### src/rtl/snoop_en_pkg.sv
package snoop_en_pkg;
    localparam int REG_W       = 32;
    localparam int DVM_CAP_BIT = 31;
    localparam int SNP_CAP_BIT = 30;
    localparam int DVM_EN_BIT  = 1;
    localparam int SNP_EN_BIT  = 0;

    typedef struct packed {
        logic dvm;
        logic snp;
    } en_pair_t;

    typedef struct packed {
        logic             valid;
        logic             err;
        logic [REG_W-1:0] rdata;
    } rsp_t;
endpackage

### src/rtl/snoop_en_decode.sv
module snoop_en_decode #(
    parameter int NPORT  = 5,
    parameter int ADDR_W = 16,
    parameter int PAGE_W = 12
) (
    input  logic              clk,
    input  logic              rst_n,
    input  logic              req_valid,
    input  logic [ADDR_W-1:0] req_addr,
    input  logic              req_secure,
    input  logic              nsec_allow,
    output logic [NPORT-1:0]  port_sel,
    output logic              denied
);
    localparam int IDX_W = ADDR_W - PAGE_W;

    logic [IDX_W-1:0] idx;
    logic             mapped;
    logic             allowed;

    assign idx     = req_addr[ADDR_W-1:PAGE_W];
    assign mapped  = (req_addr[PAGE_W-1:0] == '0) && (int'(idx) < NPORT);
    assign allowed = req_secure || nsec_allow;
    assign denied  = req_valid && !allowed;

    for (genvar i = 0; i < NPORT; i++) begin : g_sel
        assign port_sel[i] = req_valid && allowed && mapped && (idx == IDX_W'(i));
    end

    // at most one register is addressed per access
    p_sel_onehot_r9: assert property (@(posedge clk) disable iff (!rst_n)
        $onehot0(port_sel));

    // a selected register implies the access was permitted
    p_sel_secure_r8: assert property (@(posedge clk) disable iff (!rst_n)
        (|port_sel) |-> (req_secure || nsec_allow));
endmodule

### src/rtl/snoop_en_port.sv
module snoop_en_port
    import snoop_en_pkg::*;
#(
    parameter bit CAN_SNOOP = 1'b0
) (
    input  logic clk,
    input  logic rst_n,
    input  logic strap,
    input  logic ovr_snp_off,
    input  logic ovr_dvm_off,
    input  logic wr_en,
    input  logic wr_snp,
    input  logic wr_dvm,
    output logic cap_snp,
    output logic cap_dvm,
    output logic en_snp,
    output logic en_dvm
);
    en_pair_t st_d, st_q;

    assign cap_snp = CAN_SNOOP && strap && !ovr_snp_off;
    assign cap_dvm = strap && !ovr_dvm_off;

    always_comb begin
        st_d = st_q;
        if (wr_en && strap) begin
            if (cap_snp) st_d.snp = wr_snp;
            if (cap_dvm) st_d.dvm = wr_dvm;
        end
    end

    always_ff @(posedge clk) begin
        if (!rst_n) st_q <= '0;
        else        st_q <= st_d;
    end

    assign en_snp = st_q.snp && cap_snp;
    assign en_dvm = st_q.dvm && cap_dvm;

    // with the strap low nothing stored may change
    p_strap_hold_r5: assert property (@(posedge clk) disable iff (!rst_n)
        !strap |=> $stable(st_q));

    // snoop override freezes the stored snoop enable
    p_ovr_snp_hold_r6: assert property (@(posedge clk) disable iff (!rst_n)
        ovr_snp_off |=> $stable(st_q.snp));

    // DVM override freezes the stored DVM enable
    p_ovr_dvm_hold_r6: assert property (@(posedge clk) disable iff (!rst_n)
        ovr_dvm_off |=> $stable(st_q.dvm));

    // a port without snoop capability never stores a snoop enable
    p_no_snp_cap_r4: assert property (@(posedge clk) disable iff (!rst_n)
        !CAN_SNOOP |-> !st_q.snp);
endmodule

### src/rtl/snoop_en_bank.sv
module snoop_en_bank
    import snoop_en_pkg::*;
#(
    parameter int              NPORT       = 5,
    parameter int              ADDR_W      = 16,
    parameter int              PAGE_W      = 12,
    parameter logic [NPORT-1:0] SNOOP_PORTS = 5'b11000
) (
    input  logic              clk,
    input  logic              rst_n,
    input  logic              req_valid,
    input  logic              req_write,
    input  logic [ADDR_W-1:0] req_addr,
    input  logic [REG_W-1:0]  req_wdata,
    input  logic              req_secure,
    input  logic              nsec_allow,
    input  logic [1:0]        ovr_off,
    input  logic [NPORT-1:0]  acc_strap,
    output logic              rsp_valid,
    output logic              rsp_err,
    output logic [REG_W-1:0]  rsp_rdata,
    output logic [NPORT-1:0]  snoop_en_o,
    output logic [NPORT-1:0]  dvm_en_o
);
    logic [NPORT-1:0] port_sel;
    logic             denied;
    logic [NPORT-1:0] cap_snp, cap_dvm;
    logic             wdata_unused;
    rsp_t             rsp_d, rsp_q;

    assign wdata_unused = ^req_wdata[REG_W-1:2];

    snoop_en_decode #(
        .NPORT  (NPORT),
        .ADDR_W (ADDR_W),
        .PAGE_W (PAGE_W)
    ) u_decode (
        .clk        (clk),
        .rst_n      (rst_n),
        .req_valid  (req_valid),
        .req_addr   (req_addr),
        .req_secure (req_secure),
        .nsec_allow (nsec_allow),
        .port_sel   (port_sel),
        .denied     (denied)
    );

    for (genvar i = 0; i < NPORT; i++) begin : g_port
        snoop_en_port #(
            .CAN_SNOOP (SNOOP_PORTS[i])
        ) u_port (
            .clk         (clk),
            .rst_n       (rst_n),
            .strap       (acc_strap[i]),
            .ovr_snp_off (ovr_off[0]),
            .ovr_dvm_off (ovr_off[1]),
            .wr_en       (port_sel[i] && req_write),
            .wr_snp      (req_wdata[SNP_EN_BIT]),
            .wr_dvm      (req_wdata[DVM_EN_BIT]),
            .cap_snp     (cap_snp[i]),
            .cap_dvm     (cap_dvm[i]),
            .en_snp      (snoop_en_o[i]),
            .en_dvm      (dvm_en_o[i])
        );
    end

    always_comb begin
        rsp_d       = '0;
        rsp_d.valid = req_valid;
        rsp_d.err   = denied;
        if (!req_write) begin
            for (int i = 0; i < NPORT; i++) begin
                if (port_sel[i]) begin
                    rsp_d.rdata[DVM_CAP_BIT] = cap_dvm[i];
                    rsp_d.rdata[SNP_CAP_BIT] = cap_snp[i];
                    rsp_d.rdata[DVM_EN_BIT]  = dvm_en_o[i];
                    rsp_d.rdata[SNP_EN_BIT]  = snoop_en_o[i];
                end
            end
        end
    end

    always_ff @(posedge clk) begin
        if (!rst_n) rsp_q <= '0;
        else        rsp_q <= rsp_d;
    end

    assign rsp_valid = rsp_q.valid;
    assign rsp_err   = rsp_q.err;
    assign rsp_rdata = rsp_q.rdata;

    // every request yields a response in the next cycle
    p_rsp_follow_r10: assert property (@(posedge clk) disable iff (!rst_n)
        req_valid |=> rsp_valid);

    // no response without a request
    p_rsp_idle_r10: assert property (@(posedge clk) disable iff (!rst_n)
        !req_valid |=> !rsp_valid);

    // refused access answers with error and zero data
    p_denied_err_r8: assert property (@(posedge clk) disable iff (!rst_n)
        (req_valid && !req_secure && !nsec_allow) |=> (rsp_err && rsp_rdata == '0));

    // a misaligned page offset reads zero
    p_unmapped_zero_r9: assert property (@(posedge clk) disable iff (!rst_n)
        (req_valid && req_addr[PAGE_W-1:0] != '0) |=> (rsp_rdata == '0));

    // a low strap removes both effective enables of that port
    p_strap_mask_r7: assert property (@(posedge clk) disable iff (!rst_n)
        ((snoop_en_o | dvm_en_o) & ~acc_strap) == '0);
endmodule

### config.mk
export PLATFORM = sky130hd
export DESIGN_NAME = snoop_en_bank
export DESIGN_NICKNAME = d
export VERILOG_FILES = /design/src/rtl/snoop_en_pkg.sv /design/src/rtl/snoop_en_decode.sv /design/src/rtl/snoop_en_port.sv /design/src/rtl/snoop_en_bank.sv
export SDC_FILE = /design/constraint.sdc
export NUM_CORES = 1
export LEC_CHECK = 0
export BUFFER_PORTS_ARGS = -buffer_cell sky130_fd_sc_hd__buf_2
export CORE_MARGIN = 4
export CORE_UTILIZATION = 35
export DETAILED_ROUTE_END_ITERATION = 10
export MAX_ROUTING_LAYER = met4
export PLACE_DENSITY = 0.81
export SLEW_MARGIN = 30
export SYNTH_ARGS = -nofsm -noshare
export SYNTH_HDL_FRONTEND = slang
export SYNTH_SLANG_ARGS = --single-unit
### constraint.sdc
create_clock -name clk -period 2.55 [get_ports clk]
set_input_delay 0.255 -clock clk [delete_from_list [all_inputs] [get_ports clk]]
set_output_delay 0.255 -clock clk [all_outputs]
set_load 0.02 [all_outputs]
* Word-level counts from Yosys, hierarchy flattened *
Index checks and enable logic that the tools add are counted.

storage, ports and cells
  register bits = 41
  word-level logic and storage cells = 74
  output and inout bits = 44
  bits of input ports = 61

cells by class
  reductions and logical operators = 47
  $lt $le $gt $ge = 1
  multiplexer cells = 10
  bitwise operators = 1
  equal/unequal tests = 4

operator list
  cell                                                         count
  logical AND 1 bit                                            33
  2-to-1 mux 2 bit                                             10
  AND reduction 2 bit                                          7
  zero test 12 bit                                             1
  == test 4 x 2 -> 1 bit (second input constant)               2
  == test 4 x 1 -> 1 bit (second input constant)               1
  == test 4 x 3 -> 1 bit (second input constant)               1
  zero test 4 bit                                              1
  less-than comparator 4 x 3 -> 1 bit (second input constant)  1
  zero test 1 bit                                              3
  OR reduction 2 bit                                           1
  logical OR 1 bit                                             1
  NOT 1 bit                                                    1

* Logic depth before layout (Yosys ltp) *
Gate-level depths: netlist of run 1.

  depth after elaboration = 9
  depth in mapped cells = 5
  depth with buffers taken out = 4

* Hierarchy *
Synthesis of run 1 repeated with hierarchy kept, for this count alone.

unflattened totals
  cells, all modules = 149
  area total of the unflattened synthesis = 1332.5 um2

by module, submodules not included
  module                                times used  area each (um2)  sequential area each (um2)  cells an instance
  snoop_en_bank                         1           686.9            120.1                       74
  snoop_en_port (g_port[0].u_port ...)  3           96.3             20.0                        10
  snoop_en_port (g_port[3].u_port ...)  2           120.1            40.0                        14
  snoop_en_decode                       1           116.4            0.0                         17

* Worst setup path before layout of run 1 *
OpenSTA, ideal clock, no wires.

  path type = input port to flip-flop
  from = in req_addr[6]
  to = reg g_port[3].u_port.st_q[1] (netlist name)
  required time = 2478 ps
  path buffers = 1
  stages = 5
  library setup time = 72 ps
  setup slack = 663 ps
  arrival = 1815 ps
  cells stage by stage = or4_1 or4_1 buf_2 nor4_1 mux2i_1

on the way
  longest elaborated chain between the ends = 7

RTL lines
  what                            line                   source
  from (decl)                     snoop_en_bank.sv:13    input logic [ADDR_W-1:0] req_addr,
  zero test 12 bit                snoop_en_decode.sv:22  assign mapped = (req_addr[PAGE_W-1:0] == '0) && (int'(idx) < NPORT);
  logical AND 1 bit               snoop_en_decode.sv:22
  logical AND 1 bit (2 in a row)  snoop_en_decode.sv:27  assign port_sel[i] = req_valid && allowed && mapped && (idx == IDX_W'(i));
  logical AND 1 bit               snoop_en_bank.sv:57    .wr_en (port_sel[i] && req_write),
  logical AND 1 bit               snoop_en_port.sv:26    if (wr_en && strap) begin
  AND reduction 2 bit (no line)   -
  to (signal assigned)            snoop_en_port.sv:34    else st_q <= st_d;
  to (decl)                       snoop_en_port.sv:19    en_pair_t st_d, st_q;

No other way between the ends.
A chain may end at the register's enable or synchronous reset.

* Worst setup path in the final report of run 1 *
  from = in req_addr[6]
  to = reg g_port[1].u_port.st_q[1] (netlist name)

on the way
  longest elaborated chain between the ends = 7

RTL lines
  what                            line
  zero test 12 bit                snoop_en_decode.sv:22
  logical AND 1 bit               snoop_en_decode.sv:22
  logical AND 1 bit (2 in a row)  snoop_en_decode.sv:27
  logical AND 1 bit               snoop_en_bank.sv:57
  logical AND 1 bit               snoop_en_port.sv:26
  AND reduction 2 bit (no line)   -
  to (signal assigned)            snoop_en_port.sv:34
  to (decl)                       snoop_en_port.sv:19

No other way between the ends.

==> reports/qor.yml, run 1 <==
status: "complete, no violations"
routed_wl_mm: 2.15
rrSetupSlack_ps: 1660
fin_tns_setup_ps: 0
die_h_um: 62.3
start_util: 0.372
antenna_found_initial: 0
clock-root-buffer: "clkbuf_4"
clockBufferDepth: 2
fmax_ghz: 0.545
grt_max_degree: 12
grtUsageTotal: 0.109
grt_use_met3: 0.0216
cts.clk_slew.worst_paths_ps: 70
slew_viol_final: 0
clkLatencyLatePin_ps: 280
dr.pass1.iters: 4
vias_per_cell: 4.74
ys_seq_elements: 13
cts.sinks: 13
arrival_ps: 2040
postRouteAntennaNets: 0
start_kind: "input port"
hold_path.class: "in -> reg"
syn_area_um2: 1030
vias: 920
power.density_nw_per_um2: 379
rows: 19
ys_seq_area_frac: 0.252
grt_pass1_vias: 822
layout_common_cells: "buf_2 (43), conb_1 (31), nand2_1 (16)"
post_cts_buffers: 0
nNetsFinal: 225
yosys_warnings: 0
instances_no_fill: 194
period_needed_ps: 1840
final_hold_viol_count: 0
ir_worst_vdd_mv: 0.311
numCtsBuffers: 3
cp.required_ps: 2750
drtIter0Drc: 55
num_antenna_cells: 0
leakagePower_nw: 0.520
dp.cells: 190
cts.htree.levels: 1
post_drt_wl_per_cell_um: 11.1
dp_hpwl_mm: 1.80
path_max_fanout: 8
setup_viol: 0
final_common_cell: "buf_2"
busiest_layer: "met2"
synthDistinctLibCells: 28
max_cap_viol_count: 0
ctsResizeCount: 0
postCtsHoldBufs: 0
dieArea_um2: 3890
grt_util_met1: 0.127
clock_skew_ps: 8.95
place.gp.congestion: 0.816
met2_usage: 0.171
synthCells: 128
grt_pass1_wl_mm: 3.49
remaining_drc_errors: 0
io_pins: 105
period_share: 0.720
syn_to_final_growth_pct: 8.84
crit_type: "in -> reg"
syn_area_per_cell_um2: 8.07
crit_path_end_kind: "flop"
io_buffers: 43
cts_tree: "done"
core_um2: 2780
gr-total-overflow: 0
drive_gt1_frac: 0.313
rsz0062_at_grt: "false"
die_x_um: 62.3
through the flow:
stage / area [um^2] / utilization / setup WS [ps] / hold slack [ps] / power (mW)
global route: 1120 / 0.404 / 603 / 230 / 0.448
floorplan: 1150 / - / 663 / 332 / 0.308
global placement: 1100 / 0.395 / 437 / 458 / 0.304
finish: 1120 / 0.404 / 714 / 224 / 0.426
CTS: 1120 / 0.404 / 716 / 221 / 0.430
detailed placement: 1100 / 0.395 / 434 / 467 / 0.305
synth_stat cells:
| library cell | count | share of area |
|---|---|---|
| nand2_1 | 16 | 0.058 |
| clkbuf_1 | 3 | 0.011 |
| a2111oi_2 | 1 | 0.015 |
| nor4_1 | 9 | 0.054 |
| and3b_1 | 2 | 0.017 |
| nand4b_1 | 2 | 0.017 |
| a21oi_1 | 1 | 0.0048 |
| or2_4 | 1 | 0.0085 |
| mux2i_1 | 7 | 0.068 |
| buf_4 | 38 | 0.28 |
| nand4bb_1 | 2 | 0.022 |
| or3_1 | 1 | 0.0061 |
| nor2_1 | 10 | 0.036 |
| nand3b_1 | 2 | 0.015 |
| nor4b_2 | 1 | 0.015 |
| mux4_2 | 1 | 0.022 |
| nor3_1 | 2 | 0.0097 |
| nor4b_1 | 1 | 0.0085 |
| or2_2 | 1 | 0.0061 |
| dfxtp_1 | 13 | 0.25 |
| conb_1 | 1 | 0.0036 |
| nand3_1 | 1 | 0.0048 |
| or4_1 | 2 | 0.015 |
| buf_2 | 1 | 0.0048 |
| and2_1 | 2 | 0.012 |
| inv_1 | 2 | 0.0073 |
| nand4_1 | 3 | 0.018 |
| a22oi_1 | 2 | 0.015 |
routing by layer:
| metal | vias to the layer above | part of all wire | wire [um] |
|---|---|---|---|
| met5 | - | 0 | 0 |
| met4 | 0 | 0.028 | 61 |
| met3 | 6 | 0.098 | 211 |
| met2 | 50 | 0.50 | 1080 |
| met1 | 414 | 0.37 | 802 |
| li1 | 450 | - | - |
cell families after synthesis:
kind of cell	after synthesis	share of synthesized area
DFF	13	0.252
other	1	0.00363
and+or+nand+nor	58	0.322
muxes	8	0.0896
AOI/OAI and AO/OA	4	0.0339
buffers and inverters	44	0.299
state kept, by name, summed over array words and instances (netlist names):
register            cells
rsp_err                 1
rsp_rdata               4
rsp_valid               1
g_port.u_port.st_q      7
critical path: stages:
cell     delay [ps]
buf_2            90
or4_1           490
or4_1           580
nor4_1          410
mux2i_1         210
layout make-up:
cell class / count / area, um^2
Fill cell: 295 / 1660
Multi-Input combinational cell: 101 / 577
Sequential cell: 13 / 260
Timing Repair Buffer: 43 / 215
Tap cell: 31 / 38.8
Clock buffer: 4 / 26.3
Inverter: 2 / 7.51
power by group:
group	switching, mW	leakage, nW	internal (mW)
clock	0.0638	0.0150	0.0606
combinational	0.0712	0.400	0.0265
sequential	0.000298	0.105	0.204
total	0.135	0.520	0.291
final timing paths:
check / startpoint / endpoint / cells after the start
max: req_addr[6] / g_port[1].u_port.st_q[1]$_SDFFE_PN0P_ / 5
min: req_valid / rsp_valid$_SDFF_PN0_ / 2
max reg2reg: g_port[2].u_port.st_q[1]$_SDFFE_PN0P_ / rsp_rdata[1]$_SDFF_PP0_ / 4
min reg2reg: g_port[4].u_port.st_q[0]$_SDFFE_PN0P_ / g_port[4].u_port.st_q[0]$_SDFFE_PN0P_ / 2
Note: power is estimated with default switching activity, not from simulation.
==> inputs of run 2 (changes only) <==
==> constraint.sdc (replaced) <==
create_clock -name clk -period 1.7 [get_ports clk]
set_input_delay 0.17 -clock clk [delete_from_list [all_inputs] [get_ports clk]]
set_output_delay 0.17 -clock clk [all_outputs]
set_load 0.02 [all_outputs]
==> run 2 against run 1 <==
  * First-iteration DRC count shrank 71%
  * Critical path depth grew 1
  * Setup slack worse by 670 ps
  * Via count up 1.7%
  * Critical path type unchanged
  * Largest cell class unchanged
==> reports/qor.yml, run 2 (synthesis gave the netlist of run 1 again) <==
ff2ff_path_depth: 4
die_x_um: 62.3
antenna_found_initial: 0
power.density_nw_per_um2: 537
post_cts_buffers: 0
period_share: 0.972
setup.worst_path.start: "req_addr[6]"
io_buffers: 43
drive_gt1_frac: 0.360
grt_pass1_wl_mm: 3.59
max_cap_viol_count: 0
crit_slowest_cell: "or4_1"
cts.htree.levels: 1
final_hold_viol_count: 0
largest_register_ffs: 7
fin_tns_setup_ps: 0
rows: 19
busiest_layer: "met2"
crit_path_end_kind: "flop"
slew_viol_final: 0
remaining_drc_errors: 0
cts.clk_slew.worst_paths_ps: 80
met2_usage: 0.188
syn_to_final_growth_pct: 16.7
grt_max_degree: 12
gr-total-overflow: 0
crit_chain: "buf_2 > or4_1 > or4_1 > buf_6 > or2_4 > a2111oi_2"
r2r_end: "rsp_rdata[1]$_SDFF_PP0_"
start_util: 0.372
dp_hpwl_mm: 1.99
post_drt_wl_per_cell_um: 12.4
clkLatencyLatePin_ps: 270
die_h_um: 62.3
instances_no_fill: 195
grtUsageTotal: 0.113
slowest_delay_ps: 490
cp.required_ps: 1870
postRouteAntennaNets: 0
worst_slew_pin_slew_ps: 517
ir_worst_vdd_mv: 0.340
setup_viol: 0
dieArea_um2: 3890
grt_pass1_vias: 828
rrSetupSlack_ps: 790
clockBufferDepth: 2
layout_setup_ws_ps: 47.7
cts_tree: "done"
start_kind: "input port"
cpMostUsedCell: "or4_1"
dp.cells: 191
dr.pass1.iters: 4
status: "complete, no violations"
numCtsBuffers: 3
max_slew_margin: 0.655
clock-root-buffer: "clkbuf_4"
crit_type: "in -> reg"
grt_util_met1: 0.127
hold_path.class: "in -> reg"
fmax_ghz: 0.605
crit_path_end: "rsp_rdata[30]$_SDFF_PP0_"
final_common_cell: "buf_2"
drtIter0Drc: 16
grt_use_met3: 0.0378
leakagePower_nw: 0.555
cts.sinks: 13
r2r_start: "g_port[2].u_port.st_q[1]$_SDFFE_PN0P_"
nNetsFinal: 226
arrival_ps: 1820
io_pins: 105
period_needed_ps: 1650
path_max_fanout: 8
dp_slack_ps: -265
clock_skew_ps: 3.24
finalPower_uw: 647
vias_per_cell: 4.80
top_register: "g_port.u_port.st_q"
layout_common_cells: "buf_2 (43), conb_1 (31), nand2_1 (16)"
routed_wl_mm: 2.42
core_um2: 2780
place.gp.congestion: 0.788
num_antenna_cells: 0
vias: 936
rsz0062_at_grt: "true"
-- run 2: cell count changes in the layout (fill, tap and decap cells not counted), sizes merged --
cell / previous run / this run
buf: 43 / 44
-- run 2: critical path: cells and delay by family --
kind                   cells  cell delay [ps]
and+or+nand+nor            3             1180
buffers and inverters      2              260
AOI/OAI and AO/OA          1              210
-- run 2: how the worst min path moves through the flow --
| stage | startpoint | to | slack, ps | depth (start not counted) |
|---|---|---|---|---|
| 3_3_place_gp | req_valid | rsp_valid$_SDFF_PN0_ | 410 | 2 |
| 6_report | req_valid | rsp_valid$_SDFF_PN0_ | 130 | 2 |
| 4_1_cts | req_valid | rsp_valid$_SDFF_PN0_ | 120 | 2 |
| 5_1_grt | req_valid | rsp_valid$_SDFF_PN0_ | 130 | 2 |
| 3_5_place_dp | req_valid | rsp_valid$_SDFF_PN0_ | 420 | 2 |
| 2_1_floorplan | req_write | rsp_rdata[30]$_SDFF_PP0_ | 250 | 1 |
-- run 2: routing by layer --
layer,wire (um),vias to the layer above
li1,-,449
met1,835,423
met2,1260,60
met3,284,4
met4,35,0
met5,0,-
-- run 2: timing repair --
item | CTS | global route
resized for setup | 0 | 6
endpoints found under the setup margin | 0 | 5
hold buffers | 0 | 0
-- run 2: cell type report --
type	count	area, um^2
flip-flops and latches	13	260
multi-input cells	101	647
clock buffers	4	26.3
inverters	2	7.51
well taps	31	38.8
repair buffers	44	226
fillers	299	1580
-- run 2: power by group --
group          switching (mW)  total [mW]  internal, mW
registers            0.000459       0.306         0.306
clock network          0.0953       0.186        0.0908
logic                   0.114       0.155        0.0405
total                   0.210       0.647         0.437
-- run 2: metrics by stage --
step	util	hold WS (ps)	area [um^2]
finish	0.434	133	1210
floorplan	-	247	1180
detailed placement	0.409	415	1140
CTS	0.418	124	1160
global route	0.434	128	1210
global placement	0.409	407	1140
